$ cat src/rtl/canmc_pkg.sv
package canmc_pkg;
   localparam int unsigned WORD_W  = 32;
   localparam int unsigned B_DIS   = 31;
   localparam int unsigned B_FRZEN = 30;
   localparam int unsigned B_FIFO  = 29;
   localparam int unsigned B_HALT  = 28;
   localparam int unsigned B_NRDY  = 27;
   localparam int unsigned B_SRST  = 25;
   localparam int unsigned B_FACK  = 24;
   localparam int unsigned B_SRXD  = 23;
   localparam int unsigned B_LPACK = 20;

   typedef struct packed {
      logic dis;
      logic frz_en;
      logic fifo_en;
      logic halt;
      logic srx_dis;
   } mode_req_t;

   typedef struct packed {
      logic frz_ack;
      logic not_rdy;
      logic lp_ack;
   } mode_stat_t;

   localparam mode_req_t REQ_IMAGE = '{dis: 1'b0, frz_en: 1'b1, fifo_en: 1'b0,
                                       halt: 1'b1, srx_dis: 1'b1};
endpackage

$ cat src/rtl/canmc_req_reg.sv
module canmc_req_reg
   import canmc_pkg::*;
#(
   parameter int unsigned MB_IDX_W = 7,
   parameter int unsigned RESET_MB = 15
) (
   input  logic                 clk,
   input  logic                 rst_n,
   input  logic                 wr_stb,
   input  logic [WORD_W-1:0]    wdata,
   output mode_req_t            req_o,
   output logic [MB_IDX_W-1:0]  max_mb_o,
   output logic                 srst_o
);
   localparam logic [MB_IDX_W-1:0] MB_IMAGE = MB_IDX_W'(RESET_MB);

   logic [WORD_W-1:0] unused_bits;
   assign unused_bits = wdata;

   assign srst_o = wr_stb & wdata[B_SRST];

   always_ff @(posedge clk) begin
      if (!rst_n || srst_o) begin
         req_o    <= REQ_IMAGE;
         max_mb_o <= MB_IMAGE;
      end else if (wr_stb) begin
         req_o.dis     <= wdata[B_DIS];
         req_o.frz_en  <= wdata[B_FRZEN];
         req_o.fifo_en <= wdata[B_FIFO];
         req_o.halt    <= wdata[B_HALT];
         req_o.srx_dis <= wdata[B_SRXD];
         max_mb_o      <= wdata[MB_IDX_W-1:0];
      end
   end
endmodule

$ cat src/rtl/canmc_status.sv
module canmc_status
   import canmc_pkg::*;
(
   input  mode_req_t  req_i,
   output mode_stat_t stat_o
);
   always_comb begin
      stat_o.lp_ack  = req_i.dis;
      stat_o.frz_ack = !req_i.dis && req_i.frz_en && req_i.halt;
      stat_o.not_rdy = req_i.dis || (req_i.frz_en && req_i.halt);
   end
endmodule

$ cat src/rtl/canmc_ctrl_bank.sv
module canmc_ctrl_bank
   import canmc_pkg::*;
#(
   parameter int unsigned NUM_CTRL = 2,
   parameter int unsigned ADDR_W   = 2,
   parameter logic [NUM_CTRL*WORD_W-1:0] WMASK = {32'hFFFF_FFFF, 32'hFFFF_DFFF}
) (
   input  logic                       clk,
   input  logic                       rst_n,
   input  logic                       wr_en,
   input  logic [ADDR_W-1:0]          addr,
   input  logic [WORD_W-1:0]          wdata,
   input  logic                       clr,
   output logic [NUM_CTRL*WORD_W-1:0] ctrl_o
);
   for (genvar k = 0; k < NUM_CTRL; k++) begin : g_ctrl
      localparam logic [ADDR_W-1:0] MY_ADDR = ADDR_W'(k + 1);
      localparam logic [WORD_W-1:0] MASK    = WMASK[k*WORD_W +: WORD_W];
      always_ff @(posedge clk) begin
         if (!rst_n || clr)
            ctrl_o[k*WORD_W +: WORD_W] <= '0;
         else if (wr_en && addr == MY_ADDR)
            ctrl_o[k*WORD_W +: WORD_W] <= wdata & MASK;
      end
   end
endmodule

$ cat src/rtl/can_mode_ctrl.sv
module can_mode_ctrl
   import canmc_pkg::*;
#(
   parameter int unsigned MB_IDX_W = 7,
   parameter int unsigned RESET_MB = 15,
   parameter int unsigned NUM_CTRL = 2,
   parameter int unsigned ADDR_W   = 2,
   parameter logic [NUM_CTRL*32-1:0] CTRL_WMASK = {32'hFFFF_FFFF, 32'hFFFF_DFFF}
) (
   input  logic                 clk,
   input  logic                 rst_n,
   input  logic                 wr_en,
   input  logic [ADDR_W-1:0]    addr,
   input  logic [31:0]          wdata,
   output logic [31:0]          rdata,
   output logic                 run_o,
   output logic                 freeze_o,
   output logic                 disabled_o,
   output logic                 rx_fifo_en_o,
   output logic                 self_rx_dis_o,
   output logic [MB_IDX_W-1:0]  max_mb_o
);
   localparam int unsigned NUM_REGS = NUM_CTRL + 1;

   if (MB_IDX_W < 1 || MB_IDX_W > 20) begin : g_bad_mbw
      $error("MB_IDX_W must lie in 1..20");
   end
   if (RESET_MB >= (1 << MB_IDX_W)) begin : g_bad_rmb
      $error("RESET_MB does not fit MB_IDX_W");
   end
   if ((1 << ADDR_W) < NUM_REGS) begin : g_bad_aw
      $error("ADDR_W too narrow for NUM_CTRL");
   end

   mode_req_t              req;
   mode_stat_t             stat;
   logic                   srst;
   logic                   wr_mode;
   logic [WORD_W-1:0]      mode_word;
   logic [NUM_CTRL*WORD_W-1:0] ctrl_flat;

   assign wr_mode = wr_en && (addr == '0);

   canmc_req_reg #(.MB_IDX_W(MB_IDX_W), .RESET_MB(RESET_MB)) u_req (
      .clk      (clk),
      .rst_n    (rst_n),
      .wr_stb   (wr_mode),
      .wdata    (wdata),
      .req_o    (req),
      .max_mb_o (max_mb_o),
      .srst_o   (srst)
   );

   canmc_status u_stat (
      .req_i  (req),
      .stat_o (stat)
   );

   canmc_ctrl_bank #(.NUM_CTRL(NUM_CTRL), .ADDR_W(ADDR_W), .WMASK(CTRL_WMASK)) u_ctrl (
      .clk    (clk),
      .rst_n  (rst_n),
      .wr_en  (wr_en),
      .addr   (addr),
      .wdata  (wdata),
      .clr    (srst),
      .ctrl_o (ctrl_flat)
   );

   always_comb begin
      mode_word                 = '0;
      mode_word[B_DIS]          = req.dis;
      mode_word[B_FRZEN]        = req.frz_en;
      mode_word[B_FIFO]         = req.fifo_en;
      mode_word[B_HALT]         = req.halt;
      mode_word[B_NRDY]         = stat.not_rdy;
      mode_word[B_FACK]         = stat.frz_ack;
      mode_word[B_SRXD]         = req.srx_dis;
      mode_word[B_LPACK]        = stat.lp_ack;
      mode_word[MB_IDX_W-1:0]   = max_mb_o;
   end

   always_comb begin
      rdata = '0;
      if (addr == '0)
         rdata = mode_word;
      for (int k = 0; k < NUM_CTRL; k++)
         if (addr == ADDR_W'(k + 1))
            rdata = ctrl_flat[k*WORD_W +: WORD_W];
   end

   assign disabled_o    = req.dis;
   assign freeze_o      = stat.frz_ack;
   assign run_o         = !req.dis && !stat.frz_ack;
   assign rx_fifo_en_o  = req.fifo_en;
   assign self_rx_dis_o = req.srx_dis;
endmodule

$ cat config.mk
export PLATFORM = sky130hd
export DESIGN_NAME = can_mode_ctrl
export DESIGN_NICKNAME = d
export VERILOG_FILES = /design/src/rtl/canmc_pkg.sv /design/src/rtl/canmc_req_reg.sv /design/src/rtl/canmc_status.sv /design/src/rtl/canmc_ctrl_bank.sv /design/src/rtl/can_mode_ctrl.sv
export SDC_FILE = /design/constraint.sdc
export NUM_CORES = 1
export LEC_CHECK = 0
export BUFFER_PORTS_ARGS = -buffer_cell sky130_fd_sc_hd__buf_2
export CORE_UTILIZATION = 30
export DETAILED_ROUTE_END_ITERATION = 10
export PLACE_DENSITY = 0.49
export SETUP_SLACK_MARGIN = 0.2
export SYNTH_ARGS = -nofsm -noshare
export SYNTH_HDL_FRONTEND = slang
export SYNTH_SLANG_ARGS = --single-unit
$ cat constraint.sdc
create_clock -name clk -period 1.4 [get_ports clk]
set_clock_uncertainty 0.1 [all_clocks]
set_input_delay 0 -clock clk [delete_from_list [all_inputs] [get_ports clk]]
set_output_delay 0 -clock clk [all_outputs]
set_load 0.005 [all_outputs]
**Word-level counts from Yosys, hierarchy flattened**

Index checks and enable logic that the tools add are counted.

- Register bits: 75
- Logic and storage cells: 27
- Output and inout port bits: 44

- Mux-type cells: 3
- Equality and inequality tests: 2
- Bitwise gates (word level): 1
- Reductions and logical operators: 13

Operators by type and width:

| cell | count |
|---|---|
| $mux W32 | 3 |
| $logic_and A1 B1 Y1 | 7 |
| $logic_not A1 Y1 | 3 |
| $eq A2 B1 Y1 const B | 1 |
| $eq A2 B2 Y1 const B | 1 |
| $logic_not A2 Y1 | 1 |
| $logic_or A1 B1 Y1 | 2 |
| $and A1 B1 Y1 | 1 |

**Longest topological paths before layout**

- Depth after elaboration: 6
- Gate-level depth with buffers: 6
- Depth with buffers taken out: 3

**Cells and area by module**

From an unflattened synthesis, not the netlist that was laid out.

- Cell total of the unflattened synthesis: 368
- Area, all modules: 3940.0 um^2

Modules (own cells, without submodules):

| module | area each (um^2) | cells an instance | sequential area each (um^2) | times used |
|---|---|---|---|---|
| canmc_ctrl_bank | 2835.2 | 255 | 1261.2 | 1 |
| can_mode_ctrl | 555.5 | 61 | 0.0 | 1 |
| canmc_req_reg | 524.3 | 49 | 240.2 | 1 |
| canmc_status | 25.0 | 3 | 0.0 | 1 |

**Worst setup path after synthesis**

No wires, ideal clock.

- Path type: in2reg
- Start: input port addr[1]
- End: register u_ctrl.ctrl_o[25]
- Data arrival time: 0.943 ns
- Stages on the path: 5
- Required time: 1.184 ns
- Buffers on the path: 2
- Slack: 0.241 ns
- Library setup time: 0.116 ns
- Cell sequence: or3b_1 > o21ai_2 > buf_4 > buf_6 > a21oi_1

- Longest elaborated chain between the ends: 4
- Elaborated cells between the ends (all ways): 6
- Those cells by class: eq/ne (1); bitwise (1); reduce/logical (4)

RTL lines:

| item | RTL line | text |
|---|---|---|
| start: declaration | can_mode_ctrl.sv:13 | `input logic [ADDR_W-1:0] addr,` |
| $logic_not A2 Y1 | can_mode_ctrl.sv:42 | `assign wr_mode = wr_en && (addr == '0);` |
| $logic_and A1 B1 Y1 | can_mode_ctrl.sv:42 |  |
| $and A1 B1 Y1 | canmc_req_reg.sv:20 | `assign srst_o = wr_stb & wdata[B_SRST];` |
| $logic_or A1 B1 Y1 | canmc_ctrl_bank.sv:20 | `if (!rst_n \|\| clr)` |
| end signal: indexed assignment | canmc_ctrl_bank.sv:23 | `ctrl_o[k*WORD_W +: WORD_W] <= wdata & MASK;` |
| end: declaration | canmc_ctrl_bank.sv:14 | `output logic [NUM_CTRL*WORD_W-1:0] ctrl_o` |

Several ways; a longest one is shown, not always the timed one.
A chain may end at the register's enable or synchronous reset.

**Worst setup path after layout**

- Start: register u_req.req_o[1] (netlist name)
- End: output port rdata[24]

- Longest elaborated chain between the ends: 4

RTL lines:

| item | RTL line | text |
|---|---|---|
| start: declaration | canmc_req_reg.sv:11 | `output mode_req_t req_o,` |
| $logic_and A1 B1 Y1 | canmc_status.sv:9 | `stat_o.frz_ack = !req_i.dis && req_i.frz_en && req_i.halt;` |
| $mux W32 | can_mode_ctrl.sv:84 | `if (addr == '0)` |
| $mux W32 (2 in series) | can_mode_ctrl.sv:87 | `if (addr == ADDR_W'(k + 1))` |
| end: declaration | can_mode_ctrl.sv:15 | `output logic [31:0] rdata,` |

No other way between the ends.

==> insert_results.sql <==
INSERT INTO impl_metrics (metric_group, metric, value, unit) VALUES
('timing', 'post_route_minimum_period', '1.39', 'ns'),
('finish', 'final_cell_area', '4520', 'sq um'),
('logic_synthesis', 'postSynth.asyncResetShare', '0', '%'),
('global_route', 'first_global_vias', '2991', ''),
('setup_path', 'regToRegStartpoint', 'u_req.req_o[4]', ''),
('timing', 'worst_pin_slew', '0.352', 'ns'),
('timing', 'timing.slew.headroom', '76.4', '%'),
('global_route', 'grt_pass1_wl', '15.3', 'mm'),
('setup_path', 'critPathLaunch', 'u_req.req_o[1]', ''),
('logic_synthesis', 'ys_warn_count', '0', ''),
('logic_synthesis', 'synthTopCellsByArea', 'sky130_fd_sc_hd__dfxtp_1 (48%), sky130_fd_sc_hd__nand2_1 (20%), sky130_fd_sc_hd__a21oi_1 (11%)', ''),
('logic_synthesis', 'post_synthesis_net_count', '449', ''),
('global_route', 'grt.total_usage', '18.0', '%'),
('pwr', 'cellLeakagePower', '1.87', 'nW'),
('finish', 'fill_cells', '1024', ''),
('global_route', 'globalRoute.totalOverflow', '0', ''),
('detailed_routing', 'dr_total_vias', '3209', ''),
('setup_path', 'rr_worst_depth', '3', ''),
('finish', 'instances_no_fill', '671', ''),
('pwr', 'worst_ir_drop_vdd', '0.000505', 'V'),
('floorplan', 'chipHeight', '104', 'um'),
('setup_path', 'timing.critical_path.fanout_max', '3', ''),
('setup_path', 'critPathRequiredTime', '1.30', 'ns'),
('cts', 'cts_tree', 'yes', ''),
('setup_path', 'setup.reg_to_reg.worst_slack', '0.58', 'ns'),
('floorplan', 'boundary_pin_count', '81', ''),
('cts', 'tritoncts.num_buffers', '9', ''),
('detailed_routing', 'drc_errors', '0', ''),
('floorplan', 'initial_core_util', '31.5', '%'),
('finish', 'antenna_cells_inserted', '0', ''),
('floorplan', 'die-width', '104', 'um'),
('logic_synthesis', 'synth.distinct_cells', '24', ''),
('place', 'gpl.final_weighted_congestion', '0.770', ''),
('setup_path', 'endpoint_kind', 'primary output', ''),
('setup_path', 'crit-reg2reg-capture', 'u_req.req_o[4]', ''),
('global_route', 'antenna_violations_before_repair', '0', ''),
('cts', 'clock_tree.buffer_depth', '2', ''),
('timing', 'final_layout_setup_total_negative_slack', '0', 'ns'),
('finish', 'layout.nets', '570', ''),
('detailed_routing', 'drt-total-wl', '9.82', 'mm'),
('detailed_routing', 'routedWlPerCell', '14.6', 'um'),
('place', 'place_hpwl', '5.95', 'mm'),
('setup_path', 'cp.arrival', '1.29', 'ns'),
('finish', 'drive_gt1_share', '27.9', '%'),
('detailed_routing', 'first_pass_iters', '4', ''),
('timing', 'max_clock_freq', '721', 'MHz'),
('cts', 'clk_root_buffer_cell', 'sky130_fd_sc_hd__clkbuf_8', ''),
('logic_synthesis', 'synth.cells.most_frequent', 'sky130_fd_sc_hd__nand2_1 (167), sky130_fd_sc_hd__dfxtp_1 (75), sky130_fd_sc_hd__a21oi_1 (71), sky130_fd_sc_hd__a22o_1 (16), sky130_fd_sc_hd__buf_2 (16)', ''),
('logic_synthesis', 'synth_top_flop_cell', 'sky130_fd_sc_hd__dfxtp_1', ''),
('logic_synthesis', 'synth_top_cell_by_area', 'sky130_fd_sc_hd__dfxtp_1', ''),
('cts', 'clk-insertion-delay-late', '0.35', 'ns'),
('timing', 'finalCritPeriodShare', '99.1', '%'),
('place', 'numPlacedInstances', '612', ''),
('min_path', 'worst_hold_path.num_cells', '4', ''),
('min_path', 'hold_path.startpoint', 'wdata[25]', ''),
('floorplan', 'placementRows', '36', ''),
('logic_synthesis', 'post_synth.cell_area_avg', '7.60', 'sq um'),
('floorplan', 'floorplan.die_area', '10900', 'sq um'),
('timing', 'timing.final.max_slew_violations', '0', ''),
('min_path', 'worstHoldEndpoint', 'u_ctrl.ctrl_o[25]', ''),
('detailed_routing', 'route.antenna.remaining_nets', '0', ''),
('run_status', 'outcome', 'finished clean', ''),
('finish', 'syn2layout_area_growth', '44.2', '%'),
('run', 'maximum_capacitance_violations', '0', ''),
('timing', 'setup_repair_after_global_routing_missed_its_margin', 'true', ''),
('cts', 'clock_tree.htree_level_count', '3', ''),
('logic_synthesis', 'synth-edff-count', '0', ''),
('logic_synthesis', 'postSynthCellCount', '412', ''),
('global_route', 'grt_max_degree', '43', ''),
('timing', 'finalSetupViolCount', '0', ''),
('min_path', 'path_type_of_the_worst_min_delay_path', 'input port to register', '');
-- what timing repair did --
item / CTS / global route
cloned: 0 / 3
gates resized for setup: 28 / 19
pin swaps: 7 / 9
endpoints found under the setup margin: 20 / 73
hold buffers: 32 / 0
setup buffers: 7 / 1
hold endpoints to repair: 75 / 0
-- worst max-delay path, stage by stage, from the launching register on --
cell and delay, ns:
sky130_fd_sc_hd__dfxtp_2 0.36, sky130_fd_sc_hd__nand2_2 0.06, sky130_fd_sc_hd__o31a_1 0.25, sky130_fd_sc_hd__o21ai_2 0.14
sky130_fd_sc_hd__buf_2 0.12
-- layer usage --
metal,global-route usage (%),part of all wire (%),wire length (um)
met5,0,0,0
met4,5.92,1.6,153
met3,3.51,4.0,390
met2,29.0,45,4420
met1,24.1,49,4850
-- cell usage in the layout, fill, tap and decap left out, types with 2 or more instances in the layout --
| master | synthesis | final |
|---|---|---|
| sky130_fd_sc_hd__nand2_1 | 167 | 166 |
| sky130_fd_sc_hd__buf_2 | 16 | 79 |
| sky130_fd_sc_hd__a21oi_1 | 71 | 69 |
| sky130_fd_sc_hd__dfxtp_1 | 75 | 60 |
| sky130_fd_sc_hd__dlygate4sd3_1 | 0 | 31 |
| sky130_fd_sc_hd__a22o_1 | 16 | 16 |
| sky130_fd_sc_hd__buf_4 | 1 | 15 |
| sky130_fd_sc_hd__dfxtp_2 | 0 | 13 |
| sky130_fd_sc_hd__mux2i_1 | 11 | 11 |
| sky130_fd_sc_hd__o21ai_1 | 0 | 10 |
| sky130_fd_sc_hd__clkbuf_8 | 0 | 9 |
| sky130_fd_sc_hd__buf_6 | 2 | 8 |
| sky130_fd_sc_hd__nand3_1 | 7 | 7 |
| sky130_fd_sc_hd__buf_12 | 0 | 7 |
| sky130_fd_sc_hd__o21ai_0 | 14 | 3 |
| sky130_fd_sc_hd__nor2b_1 | 5 | 3 |
| sky130_fd_sc_hd__a21oi_2 | 0 | 2 |
| sky130_fd_sc_hd__and3b_1 | 2 | 2 |
| sky130_fd_sc_hd__nand3b_1 | 2 | 2 |
| sky130_fd_sc_hd__clkinvlp_4 | 0 | 2 |
| sky130_fd_sc_hd__clkinv_4 | 0 | 2 |
| sky130_fd_sc_hd__bufinv_16 | 0 | 2 |
| sky130_fd_sc_hd__dfxtp_4 | 0 | 2 |
-- registers in the layout (all words and copies together), names as in the netlist --
name	flops
u_ctrl.ctrl_o	63
u_req.max_mb_o	7
u_req.req_o	5
-- per-stage QoR --
step	total power [mW]	util [%]	hold slack, ns	setup WS, ns
after floorplan	2.55	-	0.0234	0.241
after global placement	2.80	37.9	0.148	0.106
after detailed placement	2.81	37.9	0.154	0.0787
after CTS	4.78	44.3	0.0465	-0.000331
after global routing	4.99	45.4	0.0536	-0.0494
final	4.77	45.4	0.0419	0.0126
-- cells by family after synthesis --
| family | share of synthesized area (%) |
|---|---|
| flip-flops | 47.9 |
| AO/OA/AOI/OAI | 19.1 |
| multiplexers | 3.51 |
| buffers and inverters | 5.31 |
| AND/OR/NAND/NOR | 24.2 |
-- report_power, final --
| part | total, mW | leakage (nW) | internal (mW) | switching [mW] |
|---|---|---|---|---|
| Sequential | 2.24 | 0.612 | 2.20 | 0.0386 |
| Clock | 1.88 | 0.106 | 1.02 | 0.865 |
| Combinational | 0.647 | 1.15 | 0.315 | 0.332 |
| Total | 4.77 | 1.87 | 3.53 | 1.24 |
-- cell type report --
cell class | count | area (sq um) | area share (%)
Clock buffer | 9 | 124 | 2.74
Timing Repair Buffer | 143 | 1100 | 24.4
Multi-Input combinational cell | 303 | 1500 | 33.1
Sequential cell | 75 | 1530 | 33.8
Inverter | 1 | 3.75 | 0.0831
Clock inverter | 7 | 101 | 2.24
Tap cell | 133 | 166 | 3.68
-- how the worst max path moves through the flow --
| stage | endpoint | slack (ns) | cells past startpoint |
|---|---|---|---|
| after floorplan | u_ctrl.ctrl_o[25] | 0.24 | 5 |
| after global placement | u_ctrl.ctrl_o[18] | 0.11 | 5 |
| after detailed placement | u_ctrl.ctrl_o[7] | 0.08 | 5 |
| after CTS | rdata[24] | -0.0003 | 4 |
| after global routing | rdata[27] | -0.05 | 4 |
| final | rdata[24] | 0.01 | 4 |
Note: power is estimated with default switching activity, not from simulation.
